$ cat src/rtl/hzd_pkg.sv
package hzd_pkg;

    // Instruction word geometry
    localparam int INSTR_W   = 32;
    localparam int REG_W     = 5;
    localparam int OP_W      = 6;
    localparam int FN_W      = 7;
    localparam int OP_LO     = INSTR_W - OP_W;
    localparam int SRCA_LO   = OP_LO - REG_W;
    localparam int SRCB_LO   = SRCA_LO - REG_W;
    localparam int DSTC_LO   = 0;
    localparam int FN_LO     = DSTC_LO + REG_W;
    localparam int LIT_BIT   = FN_LO + FN_W;

    localparam logic [REG_W-1:0] ZERO_REG = REG_W'((1 << REG_W) - 1);

    // Opcodes
    localparam logic [OP_W-1:0] OP_ARITH = 6'h10;
    localparam logic [OP_W-1:0] OP_LOGIC = 6'h11;
    localparam logic [OP_W-1:0] OP_LOAD  = 6'h29;
    localparam logic [OP_W-1:0] OP_STORE = 6'h2D;

    // Function codes
    localparam logic [FN_W-1:0] FN_ADD   = 7'h20;
    localparam logic [FN_W-1:0] FN_SUB   = 7'h29;
    localparam logic [FN_W-1:0] FN_OR    = 7'h20;
    localparam logic [FN_W-1:0] FN_XOR   = 7'h40;
    localparam logic [FN_W-1:0] FN_LESS  = 7'h4D;

    // Per pipe-register control code
    typedef enum logic [1:0] {
        PIPE_XFER   = 2'b00,
        PIPE_HOLD   = 2'b01,
        PIPE_BUBBLE = 2'b10
    } pipe_ctl_e;

    // Register usage of one instruction
    typedef struct packed {
        logic [REG_W-1:0] src_a;
        logic             a_vld;
        logic [REG_W-1:0] src_b;
        logic             b_vld;
        logic [REG_W-1:0] dst;
        logic             d_vld;
    } reg_use_t;

    // Control codes for the four pipeline registers
    typedef struct packed {
        pipe_ctl_e fetch;
        pipe_ctl_e decode;
        pipe_ctl_e execute;
        pipe_ctl_e memory;
    } pipe_ctl_t;

endpackage

$ cat src/rtl/hzd_decode.sv
module hzd_decode
    import hzd_pkg::*;
(
    input  logic [INSTR_W-1:0] instr_i,
    output reg_use_t           use_o
);

    logic [OP_W-1:0] op;
    logic [FN_W-1:0] fn;
    logic            lit_sel;
    logic            is_alu;
    logic            is_ld;
    logic            is_st;
    reg_use_t        use_d;

    always_comb begin
        op      = instr_i[OP_LO +: OP_W];
        fn      = instr_i[FN_LO +: FN_W];
        lit_sel = instr_i[LIT_BIT];

        is_alu  = ((op == OP_ARITH) && ((fn == FN_ADD) || (fn == FN_SUB))) ||
                  ((op == OP_LOGIC) && ((fn == FN_OR) || (fn == FN_XOR) ||
                                        (fn == FN_LESS)));
        is_ld   = (op == OP_LOAD);
        is_st   = (op == OP_STORE);

        use_d.src_a = instr_i[SRCA_LO +: REG_W];
        use_d.src_b = instr_i[SRCB_LO +: REG_W];
        use_d.dst   = is_ld ? instr_i[SRCA_LO +: REG_W]
                            : instr_i[DSTC_LO +: REG_W];

        use_d.a_vld = (is_alu || is_st) && (use_d.src_a != ZERO_REG);
        use_d.b_vld = ((is_alu && !lit_sel) || is_ld || is_st) &&
                      (use_d.src_b != ZERO_REG);
        use_d.d_vld = (is_alu || is_ld) && (use_d.dst != ZERO_REG);

        // literal form never reads the second field
        if (is_alu && lit_sel) begin
            a_r3_literal_no_b: assert (!use_d.b_vld)
                else $error("literal ALU form marked second source as read");
        end
        // stores produce no destination
        if (is_st) begin
            a_r4_store_no_dst: assert (!use_d.d_vld)
                else $error("store marked as writing a register");
        end
        // register 31 is never a real destination
        a_r6_no_zero_dst: assert (!(use_d.d_vld && (use_d.dst == ZERO_REG)))
            else $error("register 31 marked as destination");
    end

    assign use_o = use_d;

endmodule

$ cat src/rtl/hzd_compare.sv
module hzd_compare
    import hzd_pkg::*;
#(
    parameter int NDST = 2
)(
    input  reg_use_t       reader_i,
    input  reg_use_t       writer_i [NDST],
    output logic           hit_o
);

    localparam int NSRC = 2;

    logic [NSRC*NDST-1:0] match;
    logic [REG_W-1:0]     src_reg [NSRC];
    logic                 src_vld [NSRC];

    always_comb begin
        src_reg[0] = reader_i.src_a;
        src_vld[0] = reader_i.a_vld;
        src_reg[1] = reader_i.src_b;
        src_vld[1] = reader_i.b_vld;
    end

    for (genvar s = 0; s < NSRC; s++) begin : g_src
        for (genvar d = 0; d < NDST; d++) begin : g_dst
            assign match[s*NDST + d] = src_vld[s] && writer_i[d].d_vld &&
                                       (src_reg[s] == writer_i[d].dst);
        end
    end

    logic hit_d;

    always_comb begin
        hit_d = |match;
        // a hit needs a real read and a real write
        if (hit_d) begin
            a_r5_hit_has_pair: assert ((reader_i.a_vld || reader_i.b_vld) &&
                                       (writer_i[0].d_vld || writer_i[NDST-1].d_vld))
                else $error("hazard reported with no real read or write");
        end
    end

    assign hit_o = hit_d;

endmodule

$ cat src/rtl/hzd_ctl_map.sv
module hzd_ctl_map
    import hzd_pkg::*;
(
    input  logic      hit_i,
    output pipe_ctl_t ctl_o
);

    pipe_ctl_t ctl_d;

    always_comb begin
        ctl_d.fetch   = PIPE_XFER;
        ctl_d.decode  = PIPE_XFER;
        ctl_d.execute = PIPE_XFER;
        ctl_d.memory  = PIPE_XFER;
        if (hit_i) begin
            ctl_d.fetch   = PIPE_HOLD;
            ctl_d.decode  = PIPE_HOLD;
            ctl_d.execute = PIPE_BUBBLE;
        end

        // fetch and decode hold together
        a_r7_hold_pair: assert ((ctl_d.fetch == PIPE_HOLD) ==
                                (ctl_d.decode == PIPE_HOLD))
            else $error("fetch and decode disagree on hold");
        // a bubble into execute only while decode holds
        a_r7_bubble_with_hold: assert ((ctl_d.execute == PIPE_BUBBLE) ==
                                       (ctl_d.decode == PIPE_HOLD))
            else $error("execute bubble not paired with decode hold");
        // the memory register always moves on
        a_r7_memory_flows: assert (ctl_d.memory == PIPE_XFER)
            else $error("memory register not transferring");
    end

    assign ctl_o = ctl_d;

endmodule

$ cat src/rtl/hzd_stall_ctl.sv
module hzd_stall_ctl
    import hzd_pkg::*;
(
    input  logic [INSTR_W-1:0] id_instr,
    input  logic [INSTR_W-1:0] ex_instr,
    input  logic [INSTR_W-1:0] mem_instr,
    output logic [1:0]         if_ctl,
    output logic [1:0]         id_ctl,
    output logic [1:0]         ex_ctl,
    output logic [1:0]         mem_ctl
);

    localparam int NSTAGE = 3;
    localparam int NDST   = NSTAGE - 1;

    logic [INSTR_W-1:0] words [NSTAGE];
    reg_use_t           uses  [NSTAGE];
    reg_use_t           writers [NDST];
    logic               hit;
    pipe_ctl_t          ctl;

    assign words[0] = id_instr;
    assign words[1] = ex_instr;
    assign words[2] = mem_instr;

    for (genvar g = 0; g < NSTAGE; g++) begin : g_dec
        hzd_decode u_dec (
            .instr_i (words[g]),
            .use_o   (uses[g])
        );
    end

    for (genvar w = 0; w < NDST; w++) begin : g_wr
        assign writers[w] = uses[w+1];
    end

    hzd_compare #(.NDST(NDST)) u_cmp (
        .reader_i (uses[0]),
        .writer_i (writers),
        .hit_o    (hit)
    );

    hzd_ctl_map u_map (
        .hit_i (hit),
        .ctl_o (ctl)
    );

    assign if_ctl  = ctl.fetch;
    assign id_ctl  = ctl.decode;
    assign ex_ctl  = ctl.execute;
    assign mem_ctl = ctl.memory;

endmodule

$ cat config.mk
export PLATFORM = sky130hd
export DESIGN_NAME = hzd_stall_ctl
export DESIGN_NICKNAME = d
export VERILOG_FILES = /design/src/rtl/hzd_pkg.sv /design/src/rtl/hzd_decode.sv /design/src/rtl/hzd_compare.sv /design/src/rtl/hzd_ctl_map.sv /design/src/rtl/hzd_stall_ctl.sv
export SDC_FILE = /design/constraint.sdc
export NUM_CORES = 1
export LEC_CHECK = 0
export CAP_MARGIN = 20
export CORE_MARGIN = 3
export CORE_UTILIZATION = 30
export DETAILED_ROUTE_END_ITERATION = 8
export PLACE_DENSITY = 0.86
export SLEW_MARGIN = 20
export SYNTH_ARGS = -nofsm -noshare
export SYNTH_HDL_FRONTEND = slang
export SYNTH_SLANG_ARGS = --single-unit
$ cat constraint.sdc
create_clock -name vclk -period 3.56
set_clock_uncertainty 0.2 [all_clocks]
set_input_delay 0.89 -clock vclk [all_inputs]
set_output_delay 0.89 -clock vclk [all_outputs]
set_load 0.005 [all_outputs]
# After elaboration in Yosys (flattened, before gate mapping)
# Cells that the tools add are included.
[word_totals] regBits=0 mem_count=0 ramBits=0 latch_bits=0 word_cells=71 romBits=0
[op_classes] bitwise_logic=0 n_mux=3 reduce_logical=38 n_mul=0 add_sub_neg=0 n_shift=0 div=0 n_eq_ne=30 n_lt_le_gt_ge=0
[ops] cell="$eq A7 B6 Y1 const B" n=6
[ops] cell="$eq A7 B7 Y1 const B" n=6
[ops] cell="$eq A6 B5 Y1 const B" n=6
[ops] cell="$eq A6 B6 Y1 const B" n=4
[ops] cell="$eq A5 B5 Y1" n=4
[ops] cell="$ne A5 B5 Y1 const B" n=4
[ops] cell="$logic_and A1 B1 Y1" n=19
[ops] cell="$logic_or A1 B1 Y1" n=17
[ops] cell="$mux W5" n=3
[ops] cell="$reduce_or A4 Y1" n=1
[ops] cell="$logic_not A1 Y1" n=1

# Longest topological paths before layout
[logic_depth] ltp_word=13 ltp_mapped=8 mapped_depth_nobuf=6

# By module
# From an unflattened synthesis, not the netlist that was laid out.
[hier_totals] cells_unflattened=161 area_unflattened_um2=1233.7
[modules_own_cells] module="hzd_decode" seq_area_each_um2=0.0 n_inst=3 cells_per_inst=41 area_each_um2=312.8
[modules_own_cells] module="hzd_compare" seq_area_each_um2=0.0 n_inst=1 cells_per_inst=29 area_each_um2=231.5
[modules_own_cells] module="hzd_ctl_map" seq_area_each_um2=0.0 n_inst=1 cells_per_inst=9 area_each_um2=63.8

# Least setup slack after synthesis
# No wires, ideal clock.
[synth_timing] kind="input -> output" from="in ex_instr[29]" to="out ex_ctl[1]" required_time_ns=2.470 setup_slack_ns=0.058 arrival_ns=2.412 path_buffers=1 path_stages=7 cell_sequence="or4b_4 > nor3_2 > o2111ai_1 > a221oi_2 > a32oi_1 > o22ai_1 > buf_4"
[synth_via] elab_chain_cells=9
[synth_lines] element="from (decl)" line="hzd_stall_ctl.sv:5" rtl="input logic [INSTR_W-1:0] ex_instr,"
[synth_lines] element="parallel branches: the longest is 7 deep, another holds $eq A6 B6 Y1"
[synth_lines] element="$reduce_or A4 Y1 (*)" line="hzd_compare.sv:34" rtl="hit_d = |match;"
[synth_lines] element="named net hit" line="hzd_stall_ctl.sv:19" rtl="logic hit;"
[synth_lines] element="$mux W5 (*)" line="hzd_ctl_map.sv:15" rtl="if (hit_i) begin"
[synth_lines] element="to (decl)" line="hzd_stall_ctl.sv:9" rtl="output logic [1:0] ex_ctl,"
# Mark *: on every way through the listed nets, which the timed path passes.

# Final worst setup path
[layout_timing] from="in mem_instr[6]" to="out if_ctl[0]"
[layout_via] elab_chain_cells=11
[layout_lines] element="from (decl)" line="hzd_stall_ctl.sv:6" rtl="input logic [INSTR_W-1:0] mem_instr,"
[layout_lines] element="$eq A7 B6 Y1 / $eq A7 B7 Y1 (equally long branches)" line="hzd_decode.sv:21, hzd_decode.sv:22"
[layout_lines] element="$logic_or A1 B1 Y1 (2 in series)" line="hzd_decode.sv:22" rtl="((op == OP_LOGIC) && ((fn == FN_OR) || (fn == FN_XOR) ||"
[layout_lines] element="$logic_and A1 B1 Y1" line="hzd_decode.sv:22"
[layout_lines] element="$logic_or A1 B1 Y1 (*)" line="hzd_decode.sv:21" rtl="is_alu = ((op == OP_ARITH) && ((fn == FN_ADD) || (fn == FN_SUB))) ||"
[layout_lines] element="$logic_or A1 B1 Y1 (*)" line="hzd_decode.sv:35" rtl="use_d.d_vld = (is_alu || is_ld) && (use_d.dst != ZERO_REG);"
[layout_lines] element="$logic_and A1 B1 Y1 (*)" line="hzd_decode.sv:35"
[layout_lines] element="$logic_and A1 B1 Y1 (2 in series)" line="hzd_compare.sv:26" rtl="assign match[s*NDST + d] = src_vld[s] && writer_i[d].d_vld &&"
[layout_lines] element="$reduce_or A4 Y1 (*)" line="hzd_compare.sv:34"
[layout_lines] element="$mux W5 (*)" line="hzd_ctl_map.sv:15"
[layout_lines] element="to (decl)" line="hzd_stall_ctl.sv:7" rtl="output logic [1:0] if_ctl,"
# Mark *: on every way between the ends. The rest lies on a longest branch, timed or not.

==> run metrics <==
status=finished with violations; failing checks=negative setup slack; ant diodes=0; seq_cells=0; Hold Fails Final Rpt=0; Area growth syn-to-layout=121%; Syn. warnings=0; Die ar.=4000 sq um; Fin Setup TNS=-717 ps; Post-route DRC=0; worst min path class=primary input to output port; Initial Util=between 30% and 40%; sequential cell area=0 sq um; most numerous cell in the Yosys netlist=xnor2_1; Data required, critical path=between 2000 and 2500 ps; PD cells=about 96 nW/um^2; final worst-path cycle share=108%; RSZ-0062 raised after global routing=yes; Comb pwr share=100.0%; layout cell share with drive strength beyond 1=approximately a third; worst vdd ir=roughly 0.047 mV; final worst setup slack=-268 ps; vias in the first global route=~1600; fin crit period=around 3800 ps; smallest hold slack=about 2300 ps; GR Overflow Total=0; Slew Limit Fails=0; CP max-delay cell=or4_4; Synth area leaders=xnor2_1 12%, o2111ai_1 7.1%, xor2_1 7.1%; Worst path max stage delay=between 500 and 600 ps; RePlAce Congestion=0.897; Max-Cap Viols=0; fin util=between 70% and 80%; post-synthesis instance total=approximately 140; Switching Share=roughly two fifths; crit-path cells=buf_6 > or4_4 > nor4b_4 > o2111ai_2 > a22oi_2 > a32oi_1 > o22ai_2 > buf_4 > buf_6; Psw=between 0.08 and 0.09 mW; Die Wd=around 63 um; Clock power frac=0%; count of final setup violators=3; Startpoint Class=primary input; CP arrival=2740 ps; initial antenna violation count=0; Avg Cell Area, Syn=around 7.0 sq um; largest net degree at the start of global routing=6; Port-buffer cells=73; Lkg Pwr=approximately 0.93 nW; sequential-to-total area share from yosys stat=0%; CP max FO=2; most frequent cells after synthesis=13 x xnor2_1, 11 x nand2_1; synthesized area=a little under 1000 sq um; Detailed Routing Iterations Pass 1=4; P_int=roughly 0.13 mW; first-pass GRT wire length=a little under 7 mm; # rows=20; post-DP HPWL=~3.5 mm; final net count=approximately 350; post-synth top area cell=xnor2_1; Crit path top cell by count=buf_6; Hold-fix buffers, CTS=0; Vias=1587; DR vias/cell=between 5 and 6; IO Pins=between 100 and 150; Die Ht=roughly 63 um; unique cell type count in the Yosys netlist=47; routed wire length per instance=~15 um; core area=~3000 sq um; clkbuf count=0; ANT nets after route=0; final WL=between 4 and 5 mm; DRC marker count from the first detailed-route iteration=67; critical path type=primary input to output port; GRT Util Overall=between 20% and 30%; Crit. End Element=output port; fmax=between 200 and 300 MHz; post-synth top area share=11.6%; Flop pwr share=0%
==> through the flow <==
| stage | cell area [sq um] | total power [mW] | setup slack, ps | instances |
|---|---|---|---|---|
| after floorplan | 998 | 0.0624 | 58.2 | 145 |
| final | 2170 | 0.209 | -268 | 299 |
| after CTS | 2100 | 0.197 | -283 | 297 |
| after global placement | 2010 | 0.190 | -957 | 291 |
| after global routing | 2170 | 0.223 | -382 | 299 |
| after detailed placement | 2010 | 0.195 | -1010 | 291 |
==> power groups by stage <==
| stage | clock network, mW | registers, mW | logic [mW] |
|---|---|---|---|
| 2_1_floorplan | 0 | 0 | 0.0624 |
| 3_3_place_gp | 0 | 0 | 0.190 |
| 3_5_place_dp | 0 | 0 | 0.195 |
| 4_1_cts | 0 | 0 | 0.197 |
| 5_1_grt | 0 | 0 | 0.223 |
| 6_report | 0 | 0 | 0.209 |
==> cell families after synthesis <==
family	synth area share, %
muxes	4.33
xor gates and xnor gates	18.7
buffers and inverters	9.54
AOI/OAI and AO/OA	28.6
and+or+nand+nor	38.4
other	0.381
==> cell usage in the layout (no fill, tap or decap), types with 5 or more instances in the layout <==
| cell type | n |
|---|---|
| dlygate4sd2_1 | 12 |
| xor2_1 | 8 |
| nand2_1 | 11 |
| nand2b_1 | 8 |
| o21ai_0 | 6 |
| conb_1 | 5 |
| inv_1 | 5 |
| buf_4 | 44 |
| buf_6 | 9 |
| xnor2_1 | 11 |
| clkdlybuf4s50_1 | 40 |
| o2111ai_1 | 5 |
==> timing repair <==
item,in CTS,in global routing
buffers inserted,6,2
pin swaps,24,19
resized for setup,79,26
setup endpoints to repair,3,3
==> worst max-delay path: cells and delay by family <==
kind                   cells  cell delay (ps)
AO/OA/AOI/OAI              4              720
buffers and inverters      3              330
AND/OR/NAND/NOR            2              780
==> path summary, 6_finish.rpt <==
path / startpoint / endpoint / slack (ps) / depth (start not counted)
max: mem_instr[6] / if_ctl[0] / -270 / 9
min: id_instr[17] / id_ctl[0] / 2320 / 5
==> layout make-up <==
cell class	count	area [sq um]
inverters	7	26.3
fillers	246	908
well taps	44	55.1
repair buffers	120	1060
multi-input cells	128	1030
==> metal layers <==
layer / GRT usage [%] / share of wire (%) / up-vias
met5: 0 / 0 / -
met4: 4.31 / 2.2 / 0
met3: 3.74 / 7.3 / 16
met2: 40.2 / 53 / 74
met1: 22.4 / 37 / 739
li1: - / - / 758
(Power assumes the default switching activity.)
